==> src/rtl/tmr_pkg.sv <==
// Package: shared address map and bit placement for the timer bank.
// Assumes at most five timers; positions beyond that are not defined.
package tmr_pkg;

    localparam logic [7:0] CSR_ADDR = 8'hA0;

    // Status/enable bit that belongs to timer idx
    function automatic int flag_pos(input int idx);
        return (idx == 0) ? 1 : idx + 3;
    endfunction

    // Bus address of the reload register of timer idx
    function automatic logic [7:0] tc_addr(input int idx);
        return (idx == 0) ? 8'hA3 : 8'(8'hA7 + 2 * idx);
    endfunction

endpackage

==> src/rtl/tmr_prescale.sv <==
// Module: shared divide-by-two prescaler.
// Emits a one-cycle tick every second clock while run_i is high.
// The phase is held, not reset, when run_i drops.
module tmr_prescale (
    input  logic clk,
    input  logic rst_n,
    input  logic run_i,
    output logic tick_o
);

    logic half_q;

    // Toggle the phase bit while the timers run
    always_ff @(posedge clk) begin
        if (!rst_n)     half_q <= 1'b0;
        else if (run_i) half_q <= ~half_q;
    end

    assign tick_o = run_i & half_q;

endmodule

==> src/rtl/tmr_down.sv <==
// Module: one reloading countdown timer.
// Counts down on each tick. On the tick where the count is zero it
// reloads and, one clock later, pulses evt_o for a single clock.
// A reload write only changes the value used at the next reload.
module tmr_down #(
    parameter int CNT_W = 8
) (
    input  logic             clk,
    input  logic             rst_n,
    input  logic             tick_i,
    input  logic             load_we_i,
    input  logic [CNT_W-1:0] load_d_i,
    output logic             evt_o
);

    logic [CNT_W-1:0] reload_q;
    logic [CNT_W-1:0] cnt_q;
    logic             evt_q;
    logic             at_zero;

    assign at_zero = (cnt_q == '0);

    // Hold the reload value written over the bus
    always_ff @(posedge clk) begin
        if (!rst_n)         reload_q <= '0;
        else if (load_we_i) reload_q <= load_d_i;
    end

    // Count down per tick, reloading on the zero tick
    always_ff @(posedge clk) begin
        if (!rst_n)      cnt_q <= '0;
        else if (tick_i) cnt_q <= at_zero ? reload_q : cnt_q - 1'b1;
    end

    // Register the terminal-count event for one clock
    always_ff @(posedge clk) begin
        if (!rst_n) evt_q <= 1'b0;
        else        evt_q <= tick_i & at_zero;
    end

    assign evt_o = evt_q;

endmodule

==> src/rtl/tmr_csr.sv <==
// Module: shared control/status register.
// Reads return the sticky flags and clear only the flags captured by that
// read; an event in the same cycle wins over the clear.
// Writes load the per-timer enables and the run bit. The request output is
// the OR of enabled flags.
module tmr_csr
    import tmr_pkg::*;
#(
    parameter int N_TMR  = 5,
    parameter int DATA_W = 8
) (
    input  logic              clk,
    input  logic              rst_n,
    input  logic              rd_i,
    input  logic              wr_i,
    input  logic [DATA_W-1:0] wdata_i,
    input  logic [N_TMR-1:0]  evt_i,
    output logic [DATA_W-1:0] rdata_o,
    output logic              irq_o,
    output logic              run_o,
    output logic [N_TMR-1:0]  flag_o
);

    logic [N_TMR-1:0]  flag_q;
    logic [N_TMR-1:0]  en_q;
    logic              run_q;
    logic [DATA_W-1:0] rdata_q;
    logic [N_TMR-1:0]  grabbed;
    logic [DATA_W-1:0] packed_flags;

    // Flags taken by a read in this cycle
    assign grabbed = rd_i ? flag_q : '0;

    // Place each flag on its own status bit
    always_comb begin
        packed_flags = '0;
        for (int i = 0; i < N_TMR; i++) begin
            packed_flags[flag_pos(i)] = flag_q[i];
        end
    end

    // Sticky flags: clear what was read, set on new events
    always_ff @(posedge clk) begin
        if (!rst_n) flag_q <= '0;
        else        flag_q <= (flag_q & ~grabbed) | evt_i;
    end

    // Enables and run bit loaded by a register write
    always_ff @(posedge clk) begin
        if (!rst_n) begin
            en_q  <= '0;
            run_q <= 1'b0;
        end else if (wr_i) begin
            for (int i = 0; i < N_TMR; i++) begin
                en_q[i] <= wdata_i[flag_pos(i)];
            end
            run_q <= wdata_i[0];
        end
    end

    // Read data captured on the read strobe
    always_ff @(posedge clk) begin
        if (!rst_n)    rdata_q <= '0;
        else if (rd_i) rdata_q <= packed_flags;
    end

    assign rdata_o = rdata_q;
    assign irq_o   = |(flag_q & en_q);
    assign run_o   = run_q;
    assign flag_o  = flag_q;

endmodule

==> src/rtl/tmr_bank_csr.sv <==
// Module: top of the timer bank.
// Decodes the byte-wide bus, shares one prescaler, and builds one
// countdown timer per bank slot. Reads and writes are single-cycle strobes
// and are assumed never to be asserted together.
module tmr_bank_csr
    import tmr_pkg::*;
#(
    parameter int N_TMR  = 5,
    parameter int CNT_W  = 8,
    parameter int ADDR_W = 8,
    parameter int DATA_W = 8
) (
    input  logic              clk,
    input  logic              rst_n,
    input  logic [ADDR_W-1:0] bus_addr_i,
    input  logic              bus_wr_i,
    input  logic              bus_rd_i,
    input  logic [DATA_W-1:0] bus_wdata_i,
    output logic [DATA_W-1:0] bus_rdata_o,
    output logic              irq_o
);

    localparam logic [ADDR_W-1:0] CSR_SEL = ADDR_W'(CSR_ADDR);

    logic             csr_rd;
    logic             csr_wr;
    logic             run;
    logic             tick;
    logic [N_TMR-1:0] evt_vec;
    logic [N_TMR-1:0] flag_vec;
    logic [N_TMR-1:0] load_we;

    assign csr_rd = bus_rd_i & (bus_addr_i == CSR_SEL);
    assign csr_wr = bus_wr_i & (bus_addr_i == CSR_SEL);

    tmr_prescale u_pre (
        .clk    (clk),
        .rst_n  (rst_n),
        .run_i  (run),
        .tick_o (tick)
    );

    for (genvar g = 0; g < N_TMR; g++) begin : g_tmr
        // Reload-register write decode for this timer
        assign load_we[g] = bus_wr_i & (bus_addr_i == ADDR_W'(tc_addr(g)));

        tmr_down #(.CNT_W(CNT_W)) u_tmr (
            .clk       (clk),
            .rst_n     (rst_n),
            .tick_i    (tick),
            .load_we_i (load_we[g]),
            .load_d_i  (bus_wdata_i[CNT_W-1:0]),
            .evt_o     (evt_vec[g])
        );
    end

    tmr_csr #(.N_TMR(N_TMR), .DATA_W(DATA_W)) u_csr (
        .clk     (clk),
        .rst_n   (rst_n),
        .rd_i    (csr_rd),
        .wr_i    (csr_wr),
        .wdata_i (bus_wdata_i),
        .evt_i   (evt_vec),
        .rdata_o (bus_rdata_o),
        .irq_o   (irq_o),
        .run_o   (run),
        .flag_o  (flag_vec)
    );

endmodule

==> config.mk <==
export PLATFORM = sky130hd
export DESIGN_NAME = tmr_bank_csr
export DESIGN_NICKNAME = d
export VERILOG_FILES = /design/src/rtl/tmr_pkg.sv /design/src/rtl/tmr_prescale.sv /design/src/rtl/tmr_down.sv /design/src/rtl/tmr_csr.sv /design/src/rtl/tmr_bank_csr.sv
export SDC_FILE = /design/constraint.sdc
export NUM_CORES = 1
export LEC_CHECK = 0
export BUFFER_PORTS_ARGS = -buffer_cell sky130_fd_sc_hd__buf_2
export CORE_MARGIN = 2
export CORE_UTILIZATION = 30
export DETAILED_ROUTE_END_ITERATION = 12
export MAX_ROUTING_LAYER = met4
export PLACE_DENSITY = 0.5
export SKIP_LAST_GASP = 1
export SYNTH_ARGS = -nofsm -noshare
export SYNTH_HDL_FRONTEND = slang
export SYNTH_HIERARCHICAL = 1
export SYNTH_SLANG_ARGS = --single-unit
==> constraint.sdc <==
create_clock -name clk -period 2.6 [get_ports clk]
set_input_delay 0.52 -clock clk [delete_from_list [all_inputs] [get_ports clk]]
set_output_delay 0.52 -clock clk [all_outputs]
set_load 0.005 [all_outputs]
Word level (Yosys, flattened, before mapping):

Index checks and enable logic that the tools add are counted.

* output and inout bits: 9
* bits in registers: 102
* word-level logic and storage cells: 61
* bits of input ports: 20

* multiplexer cells: 6
* bitwise operators: 18
* add/sub/neg operators: 5
* equality and inequality tests: 6
* reduce and logical (&&, ||, !) cells: 6

Operators with widths (count)
* $eq A8 B8 Y1 const B: 6
* $logic_not A8 Y1: 5
* $mux W8: 5
* $sub A8 B1 Y8 const B: 5
* $and A1 B1 Y1: 13
* $and A5 B5 Y5: 2
* $mux W5: 1
* $not A5 Y5: 1
* $or A5 B5 Y5: 1
* $reduce_or A5 Y1: 1
* $not A1 Y1: 1

Longest topological paths before layout:

* depth after elaboration: 6
* gate-level depth with buffers: 6
* mapped depth without buffers: 5

Hierarchy:

Netlist, hierarchy kept.

Modules (own cells, without submodules)
* tmr_down: area each 848.3 um^2, instances 5, seq. area each 340.3 um^2, cells an instance 90
* tmr_csr: area each 641.9 um^2, instances 1, seq. area each 320.3 um^2, cells an instance 58
* tmr_bank_csr: area each 93.8 um^2, instances 1, seq. area each 0.0 um^2, cells an instance 15
* tmr_prescale: area each 42.5 um^2, instances 1, seq. area each 20.0 um^2, cells an instance 4

Worst setup path after synthesis:

Ideal clock, no wire load.

* kind: in2reg
* start point: input port bus_addr_i[6]
* end point: register g_tmr[0].u_tmr.reload_q[0]
* arrival time: 1.756 ns
* setup slack: 0.717 ns
* buffers on the path: 2
* stages: 6
* data required time: 2.474 ns
* library setup time: 0.126 ns
* cells stage by stage: nand4bb_1 -> clkbuf_1 -> nor4_1 -> clkbuf_1 -> mux2i_1 -> nor2_1

* cells in the longest elaborated chain, start to end: 2

Ends and longest elaborated chain
* start, declared: RTL line tmr_bank_csr.sv:15 `input logic [ADDR_W-1:0] bus_addr_i,`
* $eq A8 B8 Y1: RTL line tmr_bank_csr.sv:45 `assign load_we[g] = bus_wr_i & (bus_addr_i == ADDR_W'(tc_addr(g)));`
* $and A1 B1 Y1: RTL line tmr_bank_csr.sv:45
* named net load_we[0]: RTL line tmr_bank_csr.sv:31 `logic [N_TMR-1:0] load_we;`
* end signal, assigned: RTL line tmr_down.sv:26 `else if (load_we_i) reload_q <= load_d_i;`
* end, declared: RTL line tmr_down.sv:16 `logic [CNT_W-1:0] reload_q;`

The timed path passes the listed nets, and every way through them passes these cells.
A chain may end at the register's enable or synchronous reset.

Worst setup path in the final report:

* start point: register u_csr.run_q, in the netlist u_csr/run_o
* end point: register g_tmr[0].u_tmr.cnt_q[6]

* cells in the longest elaborated chain, start to end: 1

Ends and longest elaborated chain
* start, declared: RTL line tmr_csr.sv:26 `logic run_q;`
* start signal, assigned: RTL line tmr_csr.sv:57 `run_q <= wdata_i[0];`
* $and A1 B1 Y1: RTL line tmr_prescale.sv:19 `assign tick_o = run_i & half_q;`
* named net tick: RTL line tmr_bank_csr.sv:28 `logic tick;`
* end signal, assigned: RTL line tmr_down.sv:32 `else if (tick_i) cnt_q <= at_zero ? reload_q : cnt_q - 1'b1;`
* end, declared: RTL line tmr_down.sv:17 `logic [CNT_W-1:0] cnt_q;`

The timed path passes the listed nets, and every way through them passes these cells.

==> results by group <==
Global route
  • GR Util All Layers: 14.6%
  • GR Overflow Total: 0
  • First-pass GRT wire length: 20.2 mm
  • Largest net degree at the start of global routing: 34
  • Vias in the first global route: 3893
  • Initial antenna violation count: 0

Synth
  • EDFF count, synth: 0
  • Count of cell types in the netlist: 48
  • Most common cell in the netlist: dfxtp_1
  • Fraction of registers with async set/reset: 0%
  • Most frequent cells after synthesis: dfxtp_1, mux2i_1, nor2_1
  • Register area share after synthesis: 40.7%
  • Synth top area share: 40.7%
  • Synth area leader: dfxtp_1
  • Xor/xnor share of the synthesized area: 0.174%
  • Post-synthesis cell area: 5020 µm²
  • Synth Area in Adders: 2.49%
  • Compound-Gate Fraction of Synth Area: 14.8%
  • Simple logic cell fraction of the synthesized area: 26.7%
  • Leading register cell type out of synthesis: dfxtp_1
  • Synth Area per Inst: 9.53 µm²
  • Yosys Warn Count: 6
  • Yosys reg bits: 102
  • Cell count after synthesis: 527
  • Top post-synthesis cells by area: dfxtp_1, mux2i_1, nor2_1
  • Largest family of logic cells by synthesized area: simple AND/OR/NAND/NOR gates
  • Mux cell area share after synthesis: 10.2%

STA
  • Slew HR: 58.0%
  • Final worst-path cycle share: 82.7%
  • Final setup viols: 0
  • Fmax: 0.465 GHz
  • Post-route minimum period: 2150 ps
  • RSZ-0062 raised after global routing: no
  • Hold Vio Cnt, Final: 0
  • Fin. max-slew vios: 0
  • Final Skew: 12.0 ps
  • Fin worst setup slack: 450 ps
  • Setup tns final: 0 ps
  • Slew at the pin with the worst max-slew slack: 621 ps

Clocking
  • Clock Latency Late Sink: 350 ps
  • Clock transition at path regs: 70 ps
  • TritonCTS clock tree: yes
  • Total setup buffers inserted after CTS: 0
  • CTS resizes: 0
  • TritonCTS Sinks: 102
  • Htree depth: 3
  • Cts hold-fix bufs: 0
  • CTS Buf Count: 9
  • Clock Tree Root: clkbuf_16
  • Clock buffer depth: 2

Routing
  • DRT antenna net count: 0
  • DR pass1 iterations: 4
  • Final WL: 12.4 mm
  • DR iter-0 viols: 210
  • Remaining DRCs: 0
  • Via count: 4052
  • WL/cell: 15.9 µm
  • Via density: 5.22

Placement
  • Placed cell area: 5430 µm²
  • Place WS: 463 ps
  • Placer Congestion: 0.850
  • Port bufs: 25
  • Placed Cells: 760
  • HPWL after DPL: 8.75 mm

Layout
  • # diodes: 0
  • Nets: 581
  • Area Overhead vs Synth: 14.3%
  • Post-route cell area: 5740 µm²
  • Final cell count without fillers: 776
  • Layout cells sized above 1: 16.5%

Job
  • Max Cap Violations: 0

Power and ir drop
  • Cell area power density: 526 nW/µm²
  • Share of total power in the clock network: 45.0%
  • Sequential power share: 51.8%
  • Leakage: 2.08 nW
  • Combinational power share: 3.3%
  • Internal Power: 0.00235 W
  • Psw: 0.000669 W
  • Max VDD drop: 288 µV
  • Net Sw Frac: 22.2%
  • Total chip power: 0.00302 W

Floorplanning
  • Starting density of the core: 30.5%
  • Core Area: 16500 µm²
  • Die height: 133 µm
  • Die area: 17800 µm²
  • Top Ports: 29
  • FP Rows: 47
  • Die width: 133 µm

Worst setup path
  • WS Path Type: flip-flop to flip-flop
  • Critical-path cell list: and2_2, buf_4, or4b_4, a2111oi_2, o221a_1
  • Critical path endpoint category: flip-flop
  • Slowest cell on crit path: or4b_4
  • CP Launch Type: flip-flop
  • Worst stage delay on the critical path: 510 ps
  • WP data required: 2890 ps
  • Crit-path max FO: 15
  • R2r setup slk: 450 ps
  • CP Data Arrival Time: 2440 ps

Outcome
  • Status: finished clean

Hold path
  • Min-delay worst type: flip-flop to flip-flop
## area by class of cell
| type | instances | area, µm² |
|---|---|---|
| inverters | 25 | 93.8 |
| clock buffers | 13 | 280 |
| multi-input cells | 370 | 2750 |
| clock inverters | 3 | 26.3 |
| fillers | 1701 | 10700 |
| flip-flops and latches | 102 | 2040 |
| well taps | 220 | 275 |
| repair buffers | 43 | 273 |
## final timing paths
path | startpoint | to | cells past startpoint
setup / recovery | u_csr/run_o | g_tmr[0].u_tmr/cnt_q[6] | 5
hold / removal | g_tmr[2].u_tmr/evt_o | u_csr/flag_o[2] | 1
hold reg to reg | g_tmr[2].u_tmr/evt_o | u_csr/flag_o[2] | 1
setup reg to reg | u_csr/run_o | g_tmr[0].u_tmr/cnt_q[6] | 5
## registers in the layout, indices dropped and copies added, names as in the netlist
name	flops
u_csr/run_o	1
u_pre/half_q	1
g_tmr.u_tmr/cnt_q	40
u_csr/en_q	5
u_csr/rdata_o	5
g_tmr.u_tmr/reload_q	40
u_csr/flag_o	5
g_tmr.u_tmr/evt_o	5
## cells in the final DEF, fill, tap and decap left out, types with 9 or more instances in the layout
master and instances:
nor4b_1 10, buf_4 17, dfxtp_1 102, nor3_1 15
or3_1 16, o211ai_1 20, o2111ai_1 15, clkbuf_16 9
inv_1 25, buf_2 25, nor2_1 40, nor4_1 10
nand2_1 18, ha_1 10, mux2i_1 51, nand2b_1 11
nand3_1 26, nor2b_1 16
## power groups by stage
stage | combinational, W | clock, W | sequential (W)
floorplan | 0.0000430 | 0 | 0.00160
global placement | 0.0000996 | 0 | 0.00160
detailed placement | 0.000101 | 0 | 0.00160
global route | 0.000108 | 0.00146 | 0.00156
finish | 0.0000988 | 0.00136 | 0.00156
CTS | 0.000101 | 0.00140 | 0.00156
## worst max-delay path: cells and delay by family (launching register included)
kind                   cells  cell delay, ps
AO/OA/AOI/OAI              2             620
buffers and inverters      1             240
flip-flops                 1             360
AND/OR/NAND/NOR            2             860
## routing by layer
metal	track usage [%]	up-vias	share of wire, %
li1	-	2031	-
met1	19.8	1939	51
met2	21.9	65	45
met3	2.32	17	2.7
met4	5.73	0	1.8
met5	-	-	0
## logic make-up after synthesis
kind of cell | after synthesis
compound gates | 87
xor+xnor | 1
fa+ha+maj | 10
buf+inv | 57
flops | 102
mux | 51
other cells | 1
simple gates | 218
## through the flow
step | hold slack [ps] | util (%)
after detailed placement | 432 | 33.0
after CTS | 459 | 34.8
after global routing | 480 | 34.8
final | 457 | 34.8
after global placement | 433 | 33.0
after floorplan | 418 | -
No activity file was read; power rests on OpenSTA's default activity.
